### src/rtl/dram_guard_pkg.sv
package dram_guard_pkg;
  localparam int NUM_BANKS = 2;
  localparam int BANK_W    = 1;

  typedef enum logic [1:0] {
    BK_IDLE   = 2'd0,
    BK_ACTIVE = 2'd1,
    BK_PRECHG = 2'd2
  } bankState_e;

  typedef enum logic [2:0] {
    CMD_NOP   = 3'd0,
    CMD_ACT   = 3'd1,
    CMD_READ  = 3'd2,
    CMD_WRITE = 3'd3,
    CMD_PRE   = 3'd4
  } cmd_e;

  typedef enum logic [2:0] {
    VIO_NONE       = 3'd0,
    VIO_ACT_BUSY   = 3'd1,
    VIO_ACT_RRD    = 3'd2,
    VIO_RW_CLOSED  = 3'd3,
    VIO_RW_RCD     = 3'd4,
    VIO_PRE_CLOSED = 3'd5,
    VIO_PRE_RASMIN = 3'd6
  } violCode_e;

  // strobes from control to the timer datapath
  typedef struct packed {
    logic [NUM_BANKS-1:0] actStart;
    logic [NUM_BANKS-1:0] preStart;
  } bankStrobe_t;

  // threshold results from the datapath back to control
  typedef struct packed {
    logic [NUM_BANKS-1:0] rcdMet;
    logic [NUM_BANKS-1:0] rasMinMet;
    logic [NUM_BANKS-1:0] rasMaxNow;
    logic [NUM_BANKS-1:0] warnNow;
    logic [NUM_BANKS-1:0] rpMet;
    logic [NUM_BANKS-1:0] rrdMet;
  } timingFlags_t;
endpackage

### src/rtl/dram_cmd_decode.sv
module dram_cmd_decode
  import dram_guard_pkg::*;
(
  input  logic csN,
  input  logic rasN,
  input  logic casN,
  input  logic weN,
  input  logic preSel,
  output cmd_e cmd
);
  always_comb begin
    cmd = CMD_NOP;
    if (!csN) begin
      case ({rasN, casN, weN})
        3'b011:  cmd = CMD_ACT;
        3'b101:  cmd = CMD_READ;
        3'b100:  cmd = CMD_WRITE;
        3'b010:  cmd = preSel ? CMD_PRE : CMD_NOP;
        default: cmd = CMD_NOP;
      endcase
    end
  end
endmodule

### src/rtl/dram_guard_timers.sv
module dram_guard_timers
  import dram_guard_pkg::*;
#(
  parameter int CNT_W = 8
) (
  input  logic             clk,
  input  logic             rstN,
  input  bankStrobe_t      strobe,
  input  logic [CNT_W-1:0] cfgRcd,
  input  logic [CNT_W-1:0] cfgRrd,
  input  logic [CNT_W-1:0] cfgRasMin,
  input  logic [CNT_W-1:0] cfgRasMax,
  input  logic [CNT_W-1:0] cfgRp,
  input  logic [CNT_W-1:0] cfgWarnLead,
  output timingFlags_t     flags
);
  localparam logic [CNT_W-1:0] AGE_ONE = CNT_W'(1);
  localparam logic [CNT_W-1:0] AGE_SAT = {CNT_W{1'b1}};

  logic [NUM_BANKS-1:0] rcdMet, rasMinMet, rasMaxNow, warnNow, rpMet, rrdMet;

  // shared activate spacing tracker
  logic [CNT_W-1:0] lastActAge;
  logic             anyAct;
  logic [BANK_W-1:0] lastActBank;

  always_ff @(posedge clk) begin
    if (!rstN) begin
      lastActAge  <= '0;
      anyAct      <= 1'b0;
      lastActBank <= '0;
    end else if (|strobe.actStart) begin
      lastActAge  <= AGE_ONE;
      anyAct      <= 1'b1;
      lastActBank <= BANK_W'(strobe.actStart[1]);
    end else if (lastActAge != AGE_SAT) begin
      lastActAge <= lastActAge + AGE_ONE;
    end
  end

  for (genvar g = 0; g < NUM_BANKS; g++) begin : g_bank
    logic [CNT_W-1:0] actAge;
    logic [CNT_W-1:0] rpAge;

    always_ff @(posedge clk) begin
      if (!rstN) begin
        actAge <= '0;
      end else if (strobe.actStart[g]) begin
        actAge <= AGE_ONE;
      end else if (actAge != AGE_SAT) begin
        actAge <= actAge + AGE_ONE;
      end
    end

    always_ff @(posedge clk) begin
      if (!rstN) begin
        rpAge <= '0;
      end else if (strobe.preStart[g]) begin
        rpAge <= AGE_ONE;
      end else if (rpAge != AGE_SAT) begin
        rpAge <= rpAge + AGE_ONE;
      end
    end

    assign rcdMet[g]    = actAge >= cfgRcd;
    assign rasMinMet[g] = actAge >= cfgRasMin;
    assign rasMaxNow[g] = actAge == cfgRasMax;
    assign warnNow[g]   = ({1'b0, actAge} + {1'b0, cfgWarnLead}) >= {1'b0, cfgRasMax};
    assign rpMet[g]     = rpAge >= cfgRp;
    assign rrdMet[g]    = !anyAct || (lastActBank == BANK_W'(g)) || (lastActAge >= cfgRrd);
  end

  assign flags = '{rcdMet:    rcdMet,
                   rasMinMet: rasMinMet,
                   rasMaxNow: rasMaxNow,
                   warnNow:   warnNow,
                   rpMet:     rpMet,
                   rrdMet:    rrdMet};
endmodule

### src/rtl/dram_guard_ctrl.sv
module dram_guard_ctrl
  import dram_guard_pkg::*;
(
  input  logic                 clk,
  input  logic                 rstN,
  input  cmd_e                 cmd,
  input  logic [BANK_W-1:0]    cmdBank,
  input  timingFlags_t         flags,
  output bankStrobe_t          strobe,
  output logic [NUM_BANKS-1:0] bankIdle,
  output logic [NUM_BANKS-1:0] bankActive,
  output logic [NUM_BANKS-1:0] actReady,
  output logic [NUM_BANKS-1:0] rwReady,
  output logic [NUM_BANKS-1:0] preReady,
  output logic [NUM_BANKS-1:0] rasWarn,
  output logic [NUM_BANKS-1:0] rasOverdue,
  output logic                 violValid,
  output logic [2:0]           violCode
);
  violCode_e            code;
  logic [NUM_BANKS-1:0] actStartV, preStartV;

  // legality of the command in flight, first failing rule wins
  always_comb begin
    code = VIO_NONE;
    case (cmd)
      CMD_ACT: begin
        if (!bankIdle[cmdBank])      code = VIO_ACT_BUSY;
        else if (!flags.rrdMet[cmdBank]) code = VIO_ACT_RRD;
      end
      CMD_READ, CMD_WRITE: begin
        if (!bankActive[cmdBank])    code = VIO_RW_CLOSED;
        else if (!flags.rcdMet[cmdBank]) code = VIO_RW_RCD;
      end
      CMD_PRE: begin
        if (!bankActive[cmdBank])    code = VIO_PRE_CLOSED;
        else if (!flags.rasMinMet[cmdBank]) code = VIO_PRE_RASMIN;
      end
      default: code = VIO_NONE;
    endcase
  end

  for (genvar g = 0; g < NUM_BANKS; g++) begin : g_bank
    bankState_e state;
    logic       hit;

    assign hit          = (cmdBank == BANK_W'(g)) && (code == VIO_NONE);
    assign actStartV[g] = hit && (cmd == CMD_ACT);
    assign preStartV[g] = hit && (cmd == CMD_PRE);

    always_ff @(posedge clk) begin
      if (!rstN) begin
        state <= BK_IDLE;
      end else if (actStartV[g]) begin
        state <= BK_ACTIVE;
      end else if (preStartV[g]) begin
        state <= BK_PRECHG;
      end else if (state == BK_PRECHG && flags.rpMet[g]) begin
        state <= BK_IDLE;
      end
    end

    assign bankActive[g] = state == BK_ACTIVE;
    assign bankIdle[g]   = (state == BK_IDLE) || (state == BK_PRECHG && flags.rpMet[g]);
    assign actReady[g]   = bankIdle[g] && flags.rrdMet[g];
    assign rwReady[g]    = bankActive[g] && flags.rcdMet[g];
    assign preReady[g]   = bankActive[g] && flags.rasMinMet[g];
    assign rasWarn[g]    = bankActive[g] && flags.warnNow[g];

    always_ff @(posedge clk) begin
      if (!rstN) begin
        rasOverdue[g] <= 1'b0;
      end else begin
        rasOverdue[g] <= bankActive[g] && flags.rasMaxNow[g] && !preStartV[g];
      end
    end
  end

  assign strobe = '{actStart: actStartV, preStart: preStartV};

  always_ff @(posedge clk) begin
    if (!rstN) begin
      violValid <= 1'b0;
      violCode  <= VIO_NONE;
    end else begin
      violValid <= code != VIO_NONE;
      violCode  <= code;
    end
  end
endmodule

### src/rtl/dram_bank_guard.sv
module dram_bank_guard
  import dram_guard_pkg::*;
#(
  parameter int CNT_W = 8
) (
  input  logic             clk,
  input  logic             rstN,
  input  logic             csN,
  input  logic             rasN,
  input  logic             casN,
  input  logic             weN,
  input  logic             bankSel,
  input  logic             preSel,
  input  logic [CNT_W-1:0] cfgRcd,
  input  logic [CNT_W-1:0] cfgRrd,
  input  logic [CNT_W-1:0] cfgRasMin,
  input  logic [CNT_W-1:0] cfgRasMax,
  input  logic [CNT_W-1:0] cfgRp,
  input  logic [CNT_W-1:0] cfgWarnLead,
  output logic [1:0]       actReady,
  output logic [1:0]       rwReady,
  output logic [1:0]       preReady,
  output logic [1:0]       bankIdle,
  output logic [1:0]       bankActive,
  output logic [1:0]       rasWarn,
  output logic [1:0]       rasOverdue,
  output logic             violValid,
  output logic [2:0]       violCode
);
  cmd_e         cmd;
  bankStrobe_t  strobe;
  timingFlags_t flags;

  dram_cmd_decode u_decode (
    .csN    (csN),
    .rasN   (rasN),
    .casN   (casN),
    .weN    (weN),
    .preSel (preSel),
    .cmd    (cmd)
  );

  dram_guard_ctrl u_ctrl (
    .clk        (clk),
    .rstN       (rstN),
    .cmd        (cmd),
    .cmdBank    (bankSel),
    .flags      (flags),
    .strobe     (strobe),
    .bankIdle   (bankIdle),
    .bankActive (bankActive),
    .actReady   (actReady),
    .rwReady    (rwReady),
    .preReady   (preReady),
    .rasWarn    (rasWarn),
    .rasOverdue (rasOverdue),
    .violValid  (violValid),
    .violCode   (violCode)
  );

  dram_guard_timers #(.CNT_W(CNT_W)) u_timers (
    .clk         (clk),
    .rstN        (rstN),
    .strobe      (strobe),
    .cfgRcd      (cfgRcd),
    .cfgRrd      (cfgRrd),
    .cfgRasMin   (cfgRasMin),
    .cfgRasMax   (cfgRasMax),
    .cfgRp       (cfgRp),
    .cfgWarnLead (cfgWarnLead),
    .flags       (flags)
  );
endmodule

### config.mk
export PLATFORM = sky130hd
export DESIGN_NAME = dram_bank_guard
export DESIGN_NICKNAME = d
export VERILOG_FILES = /design/src/rtl/dram_guard_pkg.sv /design/src/rtl/dram_cmd_decode.sv /design/src/rtl/dram_guard_timers.sv /design/src/rtl/dram_guard_ctrl.sv /design/src/rtl/dram_bank_guard.sv
export SDC_FILE = /design/constraint.sdc
export NUM_CORES = 1
export LEC_CHECK = 0
export BUFFER_PORTS_ARGS = -buffer_cell sky130_fd_sc_hd__buf_2
export CAP_MARGIN = 25
export CORE_MARGIN = 2
export CORE_UTILIZATION = 40
export CTS_CLUSTER_SIZE = 10
export DETAILED_ROUTE_END_ITERATION = 12
export PLACE_DENSITY = 0.7
export SLEW_MARGIN = 25
export SYNTH_ARGS = -nofsm -noshare
export SYNTH_HDL_FRONTEND = slang
export SYNTH_SLANG_ARGS = --single-unit
### constraint.sdc
create_clock -name clk -period 3.6 [get_ports clk]
set_clock_uncertainty 0.1 [all_clocks]
set_input_delay 0.36 -clock clk [delete_from_list [all_inputs] [get_ports clk]]
set_output_delay 0.36 -clock clk [all_outputs]
set_load 0.02 [all_outputs]
## Yosys cells after proc, flatten, opt, wreduce, memory -nomap -nowiden

Cells that the tools add are included.

| storage, ports and cells | value |
|---|---|
| register bits after elaboration | 52 |
| input bits | 56 |
| output and inout port bits | 18 |
| logic and storage cells | 144 |

| cells by class | value |
|---|---|
| add/sub/neg operators | 7 |
| bitwise logic cells | 3 |
| order comparisons | 10 |
| reduce and logical (&&, ||, !) cells | 49 |
| muxes and demuxes | 36 |
| eq/ne operators | 19 |

Operators with widths:

| kind | number |
|---|---|
| $ge 8x8->1 | 7 |
| $add 8x1->8 const B | 5 |
| $ne 8x8->1 const B | 5 |
| $mux 1 | 22 |
| $mux 3 | 7 |
| $logic_and 1x1->1 | 20 |
| $add 8x8->9 | 2 |
| $ge 9x8->1 | 2 |
| $eq 8x8->1 | 2 |
| $reduce_bool 2->1 | 7 |
| $eq 3x2->1 const B | 4 |
| $pmux 3 s4 | 1 |
| $reduce_or 2->1 | 6 |
| $mux 2 | 5 |
| $eq 3x3->1 const B | 3 |
| $pmux 3 s3 | 1 |
| $reduce_bool 3->1 | 3 |
| $logic_or 1x1->1 | 6 |
| $eq 2x1->1 const B | 2 |
| $eq 2x2->1 const B | 2 |
| $logic_not 2->1 | 2 |
| $eq 3x1->1 const B | 1 |
| $logic_not 1->1 | 3 |
| $logic_not 3->1 | 1 |
| other kinds (3) | 5 |

## Longest topological paths before layout

| logic depth | value |
|---|---|
| depth after elaboration | 13 |
| depth in mapped cells | 11 |
| mapped depth without buffers | 11 |

## Modules after synthesis

A second synthesis with hierarchy kept.

| unflattened totals | value |
|---|---|
| cells, all modules | 587 |
| area, all modules | 4901.0 um^2 |

Modules (own cells, without submodules):

| module | times used | cells each | area each (um^2) |
|---|---|---|---|
| dram_guard_timers | 1 | 507 | 4196.5 |
| dram_guard_ctrl | 1 | 75 | 659.4 |
| dram_cmd_decode | 1 | 5 | 45.0 |

## Worst setup path before layout

No wires, ideal clock.

| path | value |
|---|---|
| path kind | register to output |
| start | register u_timers.g_bank[0].actAge[1] |
| end | output rasWarn[0] |
| setup slack | 620 ps |
| arrival time | 2520 ps |
| cell stages (with the launch flop) | 11 |
| cell sequence | dfxtp_1 > ha_1 > a21o_1 > a21oi_1 > nor2b_1 > o21a_1 > o41a_1 > xor2_1 > ha_1 > o21ai_0 > a31oi_1 |

| on the way | value |
|---|---|
| cells in the longest elaborated chain, start to end | 3 |

RTL lines:

| what | line | source |
|---|---|---|
| start, declared | dram_guard_timers.sv:42 | `logic [CNT_W-1:0] actAge;` |
| start signal, assigned | dram_guard_timers.sv:51 | `actAge <= actAge + AGE_ONE;` |
| $add 8x8->9 | dram_guard_timers.sv:68 | `assign warnNow[g] = ({1'b0, actAge} + {1'b0, cfgWarnLead}) >= {1'b0, cfgRasMax};` |
| $ge 9x8->1 | dram_guard_timers.sv:68 |  |
| $logic_and 1x1->1 | dram_guard_ctrl.sv:68 | `assign rasWarn[g] = bankActive[g] && flags.warnNow[g];` |
| end, declared | dram_bank_guard.sv:25 | `output logic [1:0] rasWarn,` |

No other way between the ends.

## Final worst setup path

| path | value |
|---|---|
| start | register u_timers.g_bank[0].actAge[0] |
| end | output rasWarn[0] |

Same word-level chain as after synthesis.

==> out/results.tsv <==
stage	metric	value	unit
run_status	run_status	finished clean	
placed_design	post-place-cells	794	
yosys	async_flop_share	0	
die	vertical_extent_of_the_die	115	um
timing	slew_violations	0	
cts	clk_latency	0.29	ns
die	die_width	115	um
die	initial_utilization	0.409	
setup_path	cp_data_arrival_time	2.95	ns
placed_design	place.detailed.hpwl	10.5	mm
yosys	syn-mean-instance-area	8.58	um2
grt	grt_antenna_before_repair	1	
cts	cts_hold_buf	0	
drt	drt_iter0_markers	254	
setup_path	cpMostUsedCell	sky130_fd_sc_hd__ha_1	
placed_design	port_buffers	73	
yosys	synth_edf_count	0	
cts	ctsLongestPathBuffers	2	
die	die_area	13200	um2
yosys	synth-main-ff-cell	sky130_fd_sc_hd__dfxtp_1	
drt	total_vias_in_the_final_route	4480	
cts	tritoncts_clock_tree	yes	
cts	clock_tree.htree_level_count	2	
setup_path	cp-end-kind	primary output	
setup_path	cp_cell_sequence	ha_1 -> a21o_1 -> a21oi_1 -> nor2b_1 -> o21a_1 -> o41a_1 -> xor2_1 -> ha_1 -> a311o_1 -> o21ai_0 -> a31oi_1 -> buf_2	
timing	hold_viol	0	
grt	grt_usage	0.196	
yosys	synth_top_family_by_area	adder cells	
yosys	post_synth_num_cell_types	65	
yosys	synth-simple-area-share	0.195	
yosys	post_synth_mux_area_share	0.0186	
die	rows	40	
cells_and_area	filler_cell_count	1186	
placed_design	pre_cts_slack	0.393	ns
timing	max-slew-margin-rel	0.555	
setup_path	crit_family	compound AO/OA/AOI/OAI gates	
grt	grt.overflow.total	0	
power	vdd.ir_drop.worst	184	uV
job	maxCapViolations	0	
cells_and_area	layoutNonFillerInstCount	803	
drt	remaining_drc_errors	0	
cells_and_area	nNetsFinal	805	
hold_path	min_path_type	primary input to flop	
cts	cts-resized-gates	0	
power	p_leak	2.76	nW
setup_path	slowest_stage	sky130_fd_sc_hd__dfxtp_1	
yosys	synth_sequential_area_ratio	0.212	
drt	dr.pass1.iters	4	
placed_design	place_congestion	0.887	
timing	fmax	293	MHz
timing	finalCriticalPeriod	3.41	ns
setup_path	crit_required	3.14	ns
setup_path	worstPathMaxFanout	7	
die	core_area	12000	um2
timing	timing.final.crit_share	0.947	
drt	ant_nets	0	
drt	route.final.wire_length	12.5	mm
setup_path	worst-setup-path-type	flop to primary output	
yosys	synth.net_count	724	
yosys	postSynthRegisterBits	52	
power	p_per_area	272	nW/um2
yosys	yosys_warns	0	
timing	rsz0062_at_grt	false	
setup_path	longest_individual_stage_delay_on_the_worst_path	0.40	ns
cells_and_area	syn2layout_area_growth	15.0	%
drt	post_drt_wl_per_cell	15.6	um
setup_path	worst-path-buf-inv	1	
grt	first_global_vias	4527	
die	floorplan.io_pins	74	
grt	largest_net_degree_at_the_start_of_global_routing	16	
timing	timing.setup.tns	0	ns
cts	post_cts_buffers	0	
yosys	synthesis.area	4920	um2
cts	cts_num_sinks	52	
timing	final.hold.worst_slack	0.309	ns
timing	layout_setup_ws	0.191	ns
drt	avgViaCountPerCell	5.58	
yosys	synth_compound_gate_area_share	0.199	
grt	wire_length_of_the_first_global_routing_pass	21.0	mm
yosys	synth_fa_ha_area_frac	0.245	
cts	cts.reportedPaths.clkPinSlew	0.07	ns
cts	cts_inserted_buffers	5	
yosys	netlist_instances	573	
setup_path	worstSetupStartpointType	flop	
timing	worst-slew-pin-transition	0.663	ns
timing	setup_violations	0	
cells_and_area	drive_above_1_share	0.174	
yosys	post_synth_xor_area_fraction	0.0819	
cts	cts.root.buffer_cell	sky130_fd_sc_hd__clkbuf_16	
## report_power, final
group	switching, mW	internal, mW	total, mW
combinational	0.216	0.167	0.383
clock	0.220	0.328	0.547
sequential	0.0175	0.592	0.610
## per-layer routing
layer	vias up	wire length [um]	global-route usage
met5	-	0	0
met4	0	331	0.0643
met1	2104	5520	0.245
met2	100	6130	0.346
met3	23	570	0.0300
li1	2253	-	-
## area by class of cell
| type | instances | area (um2) | share of cell area |
|---|---|---|---|
| diodes | 1 | 2.50 | 0.000443 |
| clock buffers | 6 | 129 | 0.0228 |
| clock inverters | 2 | 35.0 | 0.00620 |
| inverters | 54 | 203 | 0.0358 |
| multi-input cells | 461 | 3640 | 0.644 |
| flip-flops and latches | 52 | 1040 | 0.184 |
| well taps | 147 | 184 | 0.0325 |
| repair buffers | 80 | 418 | 0.0739 |
## metrics by stage
| stage | total power, mW | instance area [um2] | utilization |
|---|---|---|---|
| finish | 1.54 | 5650 | 0.471 |
| global route | 1.62 | 5650 | 0.471 |
| CTS | 1.55 | 5650 | 0.470 |
| detailed placement | 1.00 | 5480 | 0.457 |
| global placement | 0.985 | 5480 | 0.457 |
| floorplan | 0.877 | 4920 | - |
## synth_stat cells (3+ instances only)
library cell	instances	area, um2
sky130_fd_sc_hd__xnor2_1	23	201
sky130_fd_sc_hd__nand2b_1	16	100
sky130_fd_sc_hd__and2_1	3	18.8
sky130_fd_sc_hd__a21oi_1	22	110
sky130_fd_sc_hd__o21ai_0	23	115
sky130_fd_sc_hd__o21a_1	6	45.0
sky130_fd_sc_hd__a2111oi_2	3	45.0
sky130_fd_sc_hd__clkbuf_1	3	11.3
sky130_fd_sc_hd__mux2i_1	8	80.1
sky130_fd_sc_hd__dfxtp_1	52	1040
sky130_fd_sc_hd__a31oi_1	7	43.8
sky130_fd_sc_hd__xor2_1	23	201
sky130_fd_sc_hd__ha_1	93	1160
sky130_fd_sc_hd__nor3_1	15	75.1
sky130_fd_sc_hd__nand4_1	16	100
sky130_fd_sc_hd__o31ai_2	3	37.5
sky130_fd_sc_hd__nand2_1	20	75.1
sky130_fd_sc_hd__nor2b_1	9	56.3
sky130_fd_sc_hd__a211oi_2	4	50.1
sky130_fd_sc_hd__o2111ai_1	3	26.3
sky130_fd_sc_hd__and3_1	7	43.8
sky130_fd_sc_hd__o22ai_1	4	25.0
sky130_fd_sc_hd__nor4_2	3	37.5
sky130_fd_sc_hd__a211oi_1	8	60.1
sky130_fd_sc_hd__nor2_1	64	240
sky130_fd_sc_hd__inv_1	54	203
sky130_fd_sc_hd__nor4_1	4	25.0
sky130_fd_sc_hd__nor3b_1	3	22.5
sky130_fd_sc_hd__a21o_1	10	75.1
sky130_fd_sc_hd__nand3_1	21	105
## cells by family after synthesis
kind of cell | count (synthesis)
AND/OR/NAND/NOR | 187
adder cells (fa/ha/maj) | 95
flip-flops | 52
multiplexers | 9
AO/OA/AOI/OAI | 124
buffers and inverters | 60
XOR/XNOR | 46
## placed cells by master (no fill, tap or decap), types with 5 or more instances in the layout
master                      netlist  layout
sky130_fd_sc_hd__ha_1            93      93
sky130_fd_sc_hd__buf_2            1      73
sky130_fd_sc_hd__nor2_1          64      64
sky130_fd_sc_hd__inv_1           54      54
sky130_fd_sc_hd__dfxtp_1         52      52
sky130_fd_sc_hd__xnor2_1         23      23
sky130_fd_sc_hd__o21ai_0         23      23
sky130_fd_sc_hd__xor2_1          23      23
sky130_fd_sc_hd__a21oi_1         22      21
sky130_fd_sc_hd__nand3_1         21      21
sky130_fd_sc_hd__nand2_1         20      20
sky130_fd_sc_hd__nand2b_1        16      16
sky130_fd_sc_hd__nand4_1         16      16
sky130_fd_sc_hd__nor3_1          15      15
sky130_fd_sc_hd__a21o_1          10      10
sky130_fd_sc_hd__nor2b_1          9       9
sky130_fd_sc_hd__a211oi_1         8       8
sky130_fd_sc_hd__mux2i_1          8       8
sky130_fd_sc_hd__and3_1           7       7
sky130_fd_sc_hd__a31oi_1          7       7
sky130_fd_sc_hd__buf_4            1       7
sky130_fd_sc_hd__o21a_1           6       6
sky130_fd_sc_hd__clkbuf_16        0       5
## path summary, 6_finish.rpt
| path | start | to | slack [ns] | cells past startpoint |
|---|---|---|---|---|
| setup / recovery | u_timers.g_bank[0].actAge[0] | rasWarn[0] | 0.19 | 12 |
| hold / removal | weN | u_ctrl.violValid | 0.31 | 3 |
| setup reg to reg | u_timers.g_bank[0].actAge[0] | u_ctrl.g_bank[0].state[0] | 0.82 | 8 |
| hold reg to reg | u_timers.anyAct | u_timers.anyAct | 0.37 | 1 |
## state kept, by name (all words and copies together), names as in the netlist
signal,flops
u_ctrl.violCode,3
u_ctrl.rasOverdue,2
u_timers.lastActBank,1
u_timers.lastActAge,8
u_timers.g_bank.actAge,16
u_timers.g_bank.rpAge,16
u_ctrl.violValid,1
u_timers.anyAct,1
u_ctrl.g_bank.state,4
## worst register-to-register path, delay by kind of cell, from the launching register on
family	cells	cell delay [ns]
simple gates	3	0.91
compound gates	3	0.69
flops	1	0.49
fa+ha+maj	1	0.29
buf+inv	1	0.16
(Power assumes the default switching activity.)
